===== src/rtl/ivc_pkg.sv =====
package ivc_pkg;

  typedef enum logic [3:0] {
    SRC_NONE,
    SRC_RST_POR,
    SRC_RST_CLK,
    SRC_RST_WDG,
    SRC_TRAP,
    SRC_SWI,
    SRC_XREQ,
    SRC_IRQ,
    SRC_PERIPH
  } src_e;

  localparam int FIXED_N = 7;

  localparam logic [15:0] VEC_RST_POR = 16'hFFFE;
  localparam logic [15:0] VEC_RST_CLK = 16'hFFFC;
  localparam logic [15:0] VEC_RST_WDG = 16'hFFFA;

  localparam logic [7:0] LOW_TRAP  = 8'hF8;
  localparam logic [7:0] LOW_SWI   = 8'hF6;
  localparam logic [7:0] LOW_XREQ  = 8'hF4;
  localparam logic [7:0] LOW_IRQ   = 8'hF2;
  localparam logic [7:0] LOW_SPUR  = 8'h80;
  localparam logic [7:0] LOW_PER0  = 8'h82;

endpackage


===== src/rtl/ivc_base_reg.sv =====
module ivc_base_reg #(
  parameter int W = 8,
  parameter logic [W-1:0] RST_VAL = '1
) (
  input  logic         clk,
  input  logic         rst,
  input  logic         wr_i,
  input  logic [W-1:0] data_i,
  output logic [W-1:0] base_o
);

  always_ff @(posedge clk) begin
    if (rst)       base_o <= RST_VAL;
    else if (wr_i) base_o <= data_i;
  end

  AST_BASE_HOLD: assert property (@(posedge clk) disable iff (rst)
    !wr_i |=> $stable(base_o));
  AST_BASE_LOAD: assert property (@(posedge clk) disable iff (rst)
    wr_i |=> base_o == $past(data_i));

endmodule


===== src/rtl/ivc_periph_enc.sv =====
module ivc_periph_enc #(
  parameter int N    = 56,
  parameter int IDXW = (N > 1) ? $clog2(N) : 1
) (
  input  logic            clk,
  input  logic            rst,
  input  logic [N-1:0]    req_i,
  output logic            hit_o,
  output logic [IDXW-1:0] idx_o
);

  logic [N-1:0] grant;

  // highest index wins: later iterations overwrite earlier ones
  always_comb begin
    hit_o = 1'b0;
    idx_o = '0;
    grant = '0;
    for (int k = 0; k < N; k++) begin
      if (req_i[k]) begin
        hit_o = 1'b1;
        idx_o = IDXW'(k);
        grant = '0;
        grant[k] = 1'b1;
      end
    end
  end

  AST_GRANT_ONEHOT: assert property (@(posedge clk) disable iff (rst)
    $onehot0(grant));
  AST_GRANT_IN_REQ: assert property (@(posedge clk) disable iff (rst)
    (grant & ~req_i) == '0);
  AST_HIT_MATCH: assert property (@(posedge clk) disable iff (rst)
    hit_o == (req_i != '0));

endmodule


===== src/rtl/ivc_fixed_sel.sv =====
module ivc_fixed_sel
  import ivc_pkg::*;
(
  input  logic [FIXED_N-1:0] req_i,   // [0]=por .. [6]=irq, priority order
  input  logic               per_hit_i,
  output src_e               src_o
);

  localparam src_e ORDER [FIXED_N] = '{SRC_RST_POR, SRC_RST_CLK, SRC_RST_WDG,
                                       SRC_TRAP, SRC_SWI, SRC_XREQ, SRC_IRQ};

  always_comb begin
    src_o = per_hit_i ? SRC_PERIPH : SRC_NONE;
    for (int i = FIXED_N - 1; i >= 0; i--) begin
      if (req_i[i]) src_o = ORDER[i];
    end
  end

endmodule


===== src/rtl/ivc_vec_form.sv =====
module ivc_vec_form
  import ivc_pkg::*;
#(
  parameter int IDXW = 6
) (
  input  src_e            src_i,
  input  logic [IDXW-1:0] idx_i,
  input  logic [7:0]      base_i,
  output logic [15:0]     vec_o
);

  logic [7:0] per_low;

  always_comb begin
    per_low = LOW_PER0 + 8'({idx_i, 1'b0});
    unique case (src_i)
      SRC_RST_POR: vec_o = VEC_RST_POR;
      SRC_RST_CLK: vec_o = VEC_RST_CLK;
      SRC_RST_WDG: vec_o = VEC_RST_WDG;
      SRC_TRAP:    vec_o = {base_i, LOW_TRAP};
      SRC_SWI:     vec_o = {base_i, LOW_SWI};
      SRC_XREQ:    vec_o = {base_i, LOW_XREQ};
      SRC_IRQ:     vec_o = {base_i, LOW_IRQ};
      SRC_PERIPH:  vec_o = {base_i, per_low};
      default:     vec_o = {base_i, LOW_SPUR};
    endcase
  end

endmodule


===== src/rtl/irq_vector_ctrl.sv =====
module irq_vector_ctrl
  import ivc_pkg::*;
#(
  parameter int NUM_PERIPH = 56,
  parameter int BASE_W     = 8
) (
  input  logic                  clk,
  input  logic                  rst,
  input  logic                  rst_por_i,
  input  logic                  rst_clkmon_i,
  input  logic                  rst_wdog_i,
  input  logic                  trap_i,
  input  logic                  swi_i,
  input  logic                  xreq_i,
  input  logic                  irq_i,
  input  logic [NUM_PERIPH-1:0] periph_req_i,
  input  logic                  mask_i_i,
  input  logic                  mask_x_i,
  input  logic                  base_wr_i,
  input  logic [BASE_W-1:0]     base_data_i,
  input  logic                  vec_req_i,
  output logic                  pending_o,
  output logic [15:0]           vec_addr_o,
  output logic                  vec_valid_o
);

  localparam int IDXW = (NUM_PERIPH > 1) ? $clog2(NUM_PERIPH) : 1;

  initial begin
    if (NUM_PERIPH < 1 || 8'h82 + 2 * (NUM_PERIPH - 1) > 8'hF0)
      $error("NUM_PERIPH out of vector range");
  end

  logic [BASE_W-1:0]     base_q;
  logic [NUM_PERIPH-1:0] per_req_m;
  logic [FIXED_N-1:0]    fixed_req_m;
  logic                  per_hit;
  logic [IDXW-1:0]       per_idx;
  src_e                  win_src;
  logic [15:0]           win_vec;
  logic                  pend_now;

  ivc_base_reg #(.W(BASE_W), .RST_VAL('1)) u_base (
    .clk    (clk),
    .rst    (rst),
    .wr_i   (base_wr_i),
    .data_i (base_data_i),
    .base_o (base_q)
  );

  // masking stage
  assign per_req_m   = mask_i_i ? '0 : periph_req_i;
  assign fixed_req_m = {irq_i & ~mask_i_i, xreq_i & ~mask_x_i, swi_i, trap_i,
                        rst_wdog_i, rst_clkmon_i, rst_por_i};

  ivc_periph_enc #(.N(NUM_PERIPH), .IDXW(IDXW)) u_penc (
    .clk   (clk),
    .rst   (rst),
    .req_i (per_req_m),
    .hit_o (per_hit),
    .idx_o (per_idx)
  );

  ivc_fixed_sel u_fsel (
    .req_i     (fixed_req_m),
    .per_hit_i (per_hit),
    .src_o     (win_src)
  );

  ivc_vec_form #(.IDXW(IDXW)) u_form (
    .src_i  (win_src),
    .idx_i  (per_idx),
    .base_i (base_q[7:0]),
    .vec_o  (win_vec)
  );

  assign pend_now = (|fixed_req_m) | per_hit;

  always_ff @(posedge clk) begin
    if (rst) begin
      pending_o   <= 1'b0;
      vec_addr_o  <= '0;
      vec_valid_o <= 1'b0;
    end else begin
      pending_o   <= pend_now;
      vec_valid_o <= vec_req_i;
      if (vec_req_i) vec_addr_o <= win_vec;
    end
  end

  AST_VALID_AFTER_REQ: assert property (@(posedge clk) disable iff (rst)
    vec_req_i |=> vec_valid_o);
  AST_NO_STRAY_VALID: assert property (@(posedge clk) disable iff (rst)
    !vec_req_i |=> !vec_valid_o && $stable(vec_addr_o));
  AST_SPURIOUS_LOW: assert property (@(posedge clk) disable iff (rst)
    vec_req_i && !pend_now |=> vec_addr_o[7:0] == LOW_SPUR);
  AST_POR_ABS: assert property (@(posedge clk) disable iff (rst)
    vec_req_i && rst_por_i |=> vec_addr_o == VEC_RST_POR);
  AST_UNMASKED_TRAP: assert property (@(posedge clk) disable iff (rst)
    vec_req_i && trap_i && !rst_por_i && !rst_clkmon_i && !rst_wdog_i
    |=> vec_addr_o[7:0] == LOW_TRAP);
  AST_PEND_FOLLOWS: assert property (@(posedge clk) disable iff (rst)
    (swi_i || trap_i) |=> pending_o);

endmodule


===== config.mk =====
export PLATFORM = sky130hd
export DESIGN_NAME = irq_vector_ctrl
export DESIGN_NICKNAME = d
export VERILOG_FILES = /design/src/rtl/ivc_pkg.sv /design/src/rtl/ivc_base_reg.sv /design/src/rtl/ivc_periph_enc.sv /design/src/rtl/ivc_fixed_sel.sv /design/src/rtl/ivc_vec_form.sv /design/src/rtl/irq_vector_ctrl.sv
export SDC_FILE = /design/constraint.sdc
export NUM_CORES = 1
export LEC_CHECK = 0
export ABC_CLOCK_PERIOD_IN_PS = 3400
export BUFFER_PORTS_ARGS = -buffer_cell sky130_fd_sc_hd__buf_2
export CAP_MARGIN = 20
export CORE_MARGIN = 10
export CORE_UTILIZATION = 50
export DETAILED_ROUTE_END_ITERATION = 8
export MAX_ROUTING_LAYER = met4
export PLACE_DENSITY = 0.86
export SYNTH_ARGS = -nofsm -noshare
export SYNTH_HDL_FRONTEND = slang
export SYNTH_SLANG_ARGS = --single-unit

===== constraint.sdc =====
create_clock -name clk -period 3.4 [get_ports clk]
set_clock_uncertainty 0.1 [all_clocks]
set_input_delay 0.17 -clock clk [delete_from_list [all_inputs] [get_ports clk]]
set_output_delay 0.17 -clock clk [all_outputs]
set_load 0.02 [all_outputs]

After elaboration in Yosys (flattened, before gate mapping) --
Index checks and enable logic that the tools add are counted.
Cells by class: add/sub/neg operators 1, reductions and logical operators 1, equal/unequal tests 8, multiplexer cells 121, div/mod/pow operators 0, order comparisons 0, multipliers 0, bitwise operators 5, shift-type cells 0
Operator list (count):
- $mux 6 | 24
- $pmux 16 s8 | 1
- $mux 5 | 16
- $mux 4 | 16
- $mux 1 | 57
- $mux 56 | 1
- $eq 4x3->1 const B | 4
- $mux 3 | 4
- $add 8x7->8 const A | 1
- $eq 4x2->1 const B | 2
- $reduce_or 7->1 | 1
- $eq 4x1->1 const B | 1
- $eq 4x4->1 const B | 1
- $mux 2 | 2
- $and 1x1->1 | 2
- $not 1->1 | 2
- $or 1x1->1 | 1
Storage, ports and cells: RAM bits 0, word-level logic and storage cells 140, bits in latches 0, register bits 26, memories 0, memory bits (read-only) 0, output and inout port bits 18, bits of input ports 77

Longest topological paths before layout --
depth after elaboration 67, depth in mapped cells 14, gate-level depth less buffers 13

Modules after synthesis --
From an unflattened synthesis, not the netlist that was laid out.
Unflattened totals: cell total of the unflattened synthesis 325, area, all modules 2422.3 µm²
Modules (own cells, without submodules):
- irq_vector_ctrl | sequential area each 360.3 µm², times used 1, cells an instance 123, area each 1047.3 µm²
- ivc_periph_enc | sequential area each 0.0 µm², times used 1, cells an instance 123, area each 735.7 µm²
- ivc_base_reg | sequential area each 160.2 µm², times used 1, cells an instance 26, area each 302.8 µm²
- ivc_vec_form | sequential area each 0.0 µm², times used 1, cells an instance 41, area each 265.3 µm²
- ivc_fixed_sel | sequential area each 0.0 µm², times used 1, cells an instance 12, area each 71.3 µm²

Worst setup path before layout --
OpenSTA, ideal clock, no wires.
path type input to register, start input port periph_req_i[27], end register vec_addr_o[5], arrival 2.184 ns, setup slack 1.031 ns, path buffers 0, data required time 3.214 ns, library setup time 0.086 ns, stages 13, path through nor4_1 > nor4b_1 > o221ai_1 > a311o_2 > nand3_1 > inv_1 > ha_1 > inv_1 > nor2_1 > o2111ai_1 > mux2i_1 > nand2_1 > a211oi_1
Between the ends: longest elaborated chain between the ends 40, elaborated cells between the ends (all ways) 77, those cells by class 1 x add/sub; 8 x eq/ne; 68 x mux
RTL lines:
- start: declaration | RTL line irq_vector_ctrl.sv:16 | input logic [NUM_PERIPH-1:0] periph_req_i,
- $mux 56 * | RTL line irq_vector_ctrl.sv:52 | assign per_req_m = mask_i_i ? '0 : periph_req_i;
- $mux 1 (29 in a row) | RTL line ivc_periph_enc.sv:20 | if (req_i[k]) begin
- $mux 4 | RTL line ivc_fixed_sel.sv:13 | src_o = per_hit_i ? SRC_PERIPH : SRC_NONE;
- $mux 4 (7 in a row) | RTL line ivc_fixed_sel.sv:15 | if (req_i[i]) src_o = ORDER[i];
- $eq 4x4->1, or another cell as far along | RTL line ivc_vec_form.sv:16 | unique case (src_i)
- $pmux 16 s8 * | RTL line ivc_vec_form.sv:16
- end signal: assignment | RTL line irq_vector_ctrl.sv:87 | if (vec_req_i) vec_addr_o <= win_vec;
- end: declaration | RTL line irq_vector_ctrl.sv:23 | output logic [15:0] vec_addr_o,
Every way passes the cells marked *; elsewhere a longest branch is shown, timed or not. A chain may end at the register's enable or synchronous reset.

Worst setup path in the final report --
Ends and elaborated chain as after synthesis.

==> flow_summary.json <==
{
  "clk_latency_ps": 270,
  "coreArea_mm2": 0.00372,
  "dpl.cell_count": 392,
  "r2r_end": "vec_addr_o[6]$_SDFFE_PP0P_",
  "fmax_mhz": 408,
  "min_path_cells": 2,
  "yosys_register_bits": 25,
  "clk_pin_slew_ps": 90,
  "slowest_stage": "a311o_2",
  "multi_input_area_mm2": 0.00131,
  "yosysTopAreaCell": "dfxtp_1",
  "synthFlopType": "dfxtp_1",
  "detail_route.first_pass.iterations": 4,
  "routed_wl_um": 5760,
  "finalHoldViolCount": 1,
  "tns_ps": 0,
  "dieArea_mm2": 0.00676,
  "critical-path-top-delay-family": "simple AND/OR/NAND/NOR gates",
  "track_usage_pct": 17.0,
  "whs_ps": -0.673,
  "dpl.hpwl_um": 4800,
  "critPathMostFrequentCell": "inv_1",
  "yosys.cell_types.count": 59,
  "ys.warnings.count": 0,
  "setup_viol": 0,
  "ios": 95,
  "syn_avg_cell_area_um2": 7.39,
  "critPathBufInv": 3,
  "r2r_cells": 3,
  "fin_ws_ps": 946,
  "grt_pass1_wl_um": 9400,
  "start_util_pct": 52.1,
  "ctsLongestPathBuffers": 2,
  "diodes": 0,
  "slowest_delay_ps": 380,
  "regArea_um2": 500,
  "yosys-top-cells-count": "nor2_1, dfxtp_1, a21oi_1, nor3_1",
  "drv_slew": 0,
  "status": "complete, but fails checks",
  "vias": 2287,
  "mappedNetlistArea_mm2": 0.00194,
  "violations": "negative hold slack",
  "n_fill_cell": 357,
  "yosysSeqAreaShare_pct": 25.8,
  "arrival_ps": 2540,
  "end_kind": "flop",
  "ys_async_sr_fraction_pct": 0,
  "cts_setup_buffers": 0,
  "power.density_mw_per_mm2": 296,
  "nNetsFinal": 428,
  "htreeDepth": 1,
  "gp_congestion": 0.911,
  "grt_max_degree": 29,
  "area_growth_pct": 25.9,
  "numPortBuffers": 93,
  "grt_overflow": 0,
  "critical_path.cell_chain": "buf_2 -> nor4_1 -> nor4b_1 -> o221ai_1 -> a311o_2 -> nand3_1 -> inv_1 -> ha_1 -> inv_1 -> nor2_1 -> o2111ai_1 -> mux2i_1 -> nand2_1 -> a211oi_1",
  "clockRootBuffer": "clkbuf_8",
  "numCtsBuffers": 3,
  "synth-edff-count": 0,
  "rsz0062_at_grt": "no",
  "finalPower_mw": 0.721,
  "vias_per_cell": 5.76,
  "leakagePower_nw": 1.07,
  "die_w_um": 82.2,
  "postRouteAntennaNets": 0,
  "fin_cells": 397,
  "grtUsageMet2_pct": 27.9,
  "clock_sinks": 25,
  "cp.required_ps": 3490,
  "wl_per_cell_um": 14.5,
  "max_slew.worst_pin.slew_ps": 672,
  "maxSlewHeadroom_pct": 54.0,
  "use_met1_pct": 21.4,
  "top_usage_layer": "met2",
  "synth_nets": 340,
  "post-route-period-util_pct": 72.2,
  "drive_gt1_share_pct": 31.2,
  "cap_violations": 0,
  "crit_type": "primary input to flop",
  "cts_tree": "yes",
  "cts_resized": 0,
  "rows": 22,
  "antenna_found_initial": 0,
  "grtUsageMet3_pct": 2.48,
  "min_to": "u_base.base_o[6]$_SDFFE_PP1P_",
  "ir_drop_v": 0.000204,
  "critPathLaunchType": "primary input",
  "synth_top_area_share_pct": 25.8,
  "path_max_fanout": 4,
  "drcViolationCount": 0,
  "synthMostInstantiatedCell": "nor2_1",
  "dp_slack_ps": 681,
  "ys_top_cells_by_area": "dfxtp_1, nor2_1, nor2b_1",
  "postSynthCellCount": 262,
  "hp-start": "base_data_i[6]",
  "hp-class": "primary input to flop",
  "regToRegStartpoint": "vec_addr_o[6]$_SDFFE_PP0P_",
  "first_iter_violations": 122,
  "grt_pass1_vias": 2172,
  "dieHeight_um": 82.2,
  "min_period_ps": 2450,
  "reg2reg_slack_ps": 2450
}
-- routing by layer --
layer  vias to the layer above  share of wire (%)
met4                         0               0.76
met1                      1039                 46
li1                       1168                  -
met3                         4                5.5
met2                        76                 48
met5                         -                  0
-- logic make-up after synthesis --
group	synth area share, %
AO/OA/AOI/OAI	28.1
XOR/XNOR	0.452
adder cells (fa/ha/maj)	0.646
buffers and inverters	6.40
flip-flops	25.8
multiplexers	0.517
other	0.194
AND/OR/NAND/NOR	37.9
-- state kept, by name, summed over array words and instances (netlist names) --
| signal | cells |
|---|---|
| vec_addr_o | 15 |
| vec_valid_o | 1 |
| pending_o | 1 |
| u_base.base_o | 8 |
-- per-stage QoR --
step / utilization [%] / area, um2 / hold slack [ps]
final: 65.6 / 2440 / -0.673
after global routing: 65.6 / 2440 / 1.50
after CTS: 65.4 / 2430 / 1.59
after detailed placement: 64.0 / 2380 / 282
after global placement: 64.0 / 2380 / 279
after floorplan: - / 1940 / 188
-- what timing repair did --
item	4_1_cts	5_1_grt
endpoints found under the hold margin	0	1
setup endpoints to repair	0	0
hold buffers	0	1
-- where the power goes --
part	internal, mW	total (mW)	switching, mW
logic	0.0944	0.218	0.124
clock network	0.0831	0.180	0.0966
registers	0.314	0.323	0.00953
total	0.491	0.721	0.230
-- cell type report --
type / instances / share of cell area (%)
repair buffers: 94 / 19.5
clock buffers: 3 / 1.69
multi-input cells: 215 / 53.8
well taps: 48 / 2.46
flip-flops and latches: 25 / 20.5
inverters: 11 / 1.69
clock inverters: 1 / 0.308
-- layout by cell type (no fill, tap or decap), types with 4 or more instances in the layout --
cell type and n:
a21oi_1 15, or4_1 4, nor3b_1 4, inv_1 11
o21ai_0 7, nor4_1 13, or3_1 5, nor3_1 15
nor2_1 56, o31ai_1 4, o21bai_1 4, a211o_1 9
nor2b_1 13, nand2_1 4, dfxtp_1 25, buf_2 93
nand2b_1 7, a41oi_1 4
-- worst max-delay path by stage --
stage / startpoint / end / slack (ps) / cells past startpoint
CTS: periph_req_i[27] / vec_addr_o[5]$_SDFFE_PP0P_ / 950 / 14
global placement: periph_req_i[27] / vec_addr_o[5]$_SDFFE_PP0P_ / 730 / 14
detailed placement: periph_req_i[27] / vec_addr_o[5]$_SDFFE_PP0P_ / 680 / 14
floorplan: periph_req_i[27] / vec_addr_o[5]$_SDFFE_PP0P_ / 1030 / 13
global route: periph_req_i[29] / vec_addr_o[5]$_SDFFE_PP0P_ / 620 / 14
finish: periph_req_i[27] / vec_addr_o[5]$_SDFFE_PP0P_ / 950 / 14
Note: power is estimated with default switching activity, not from simulation.
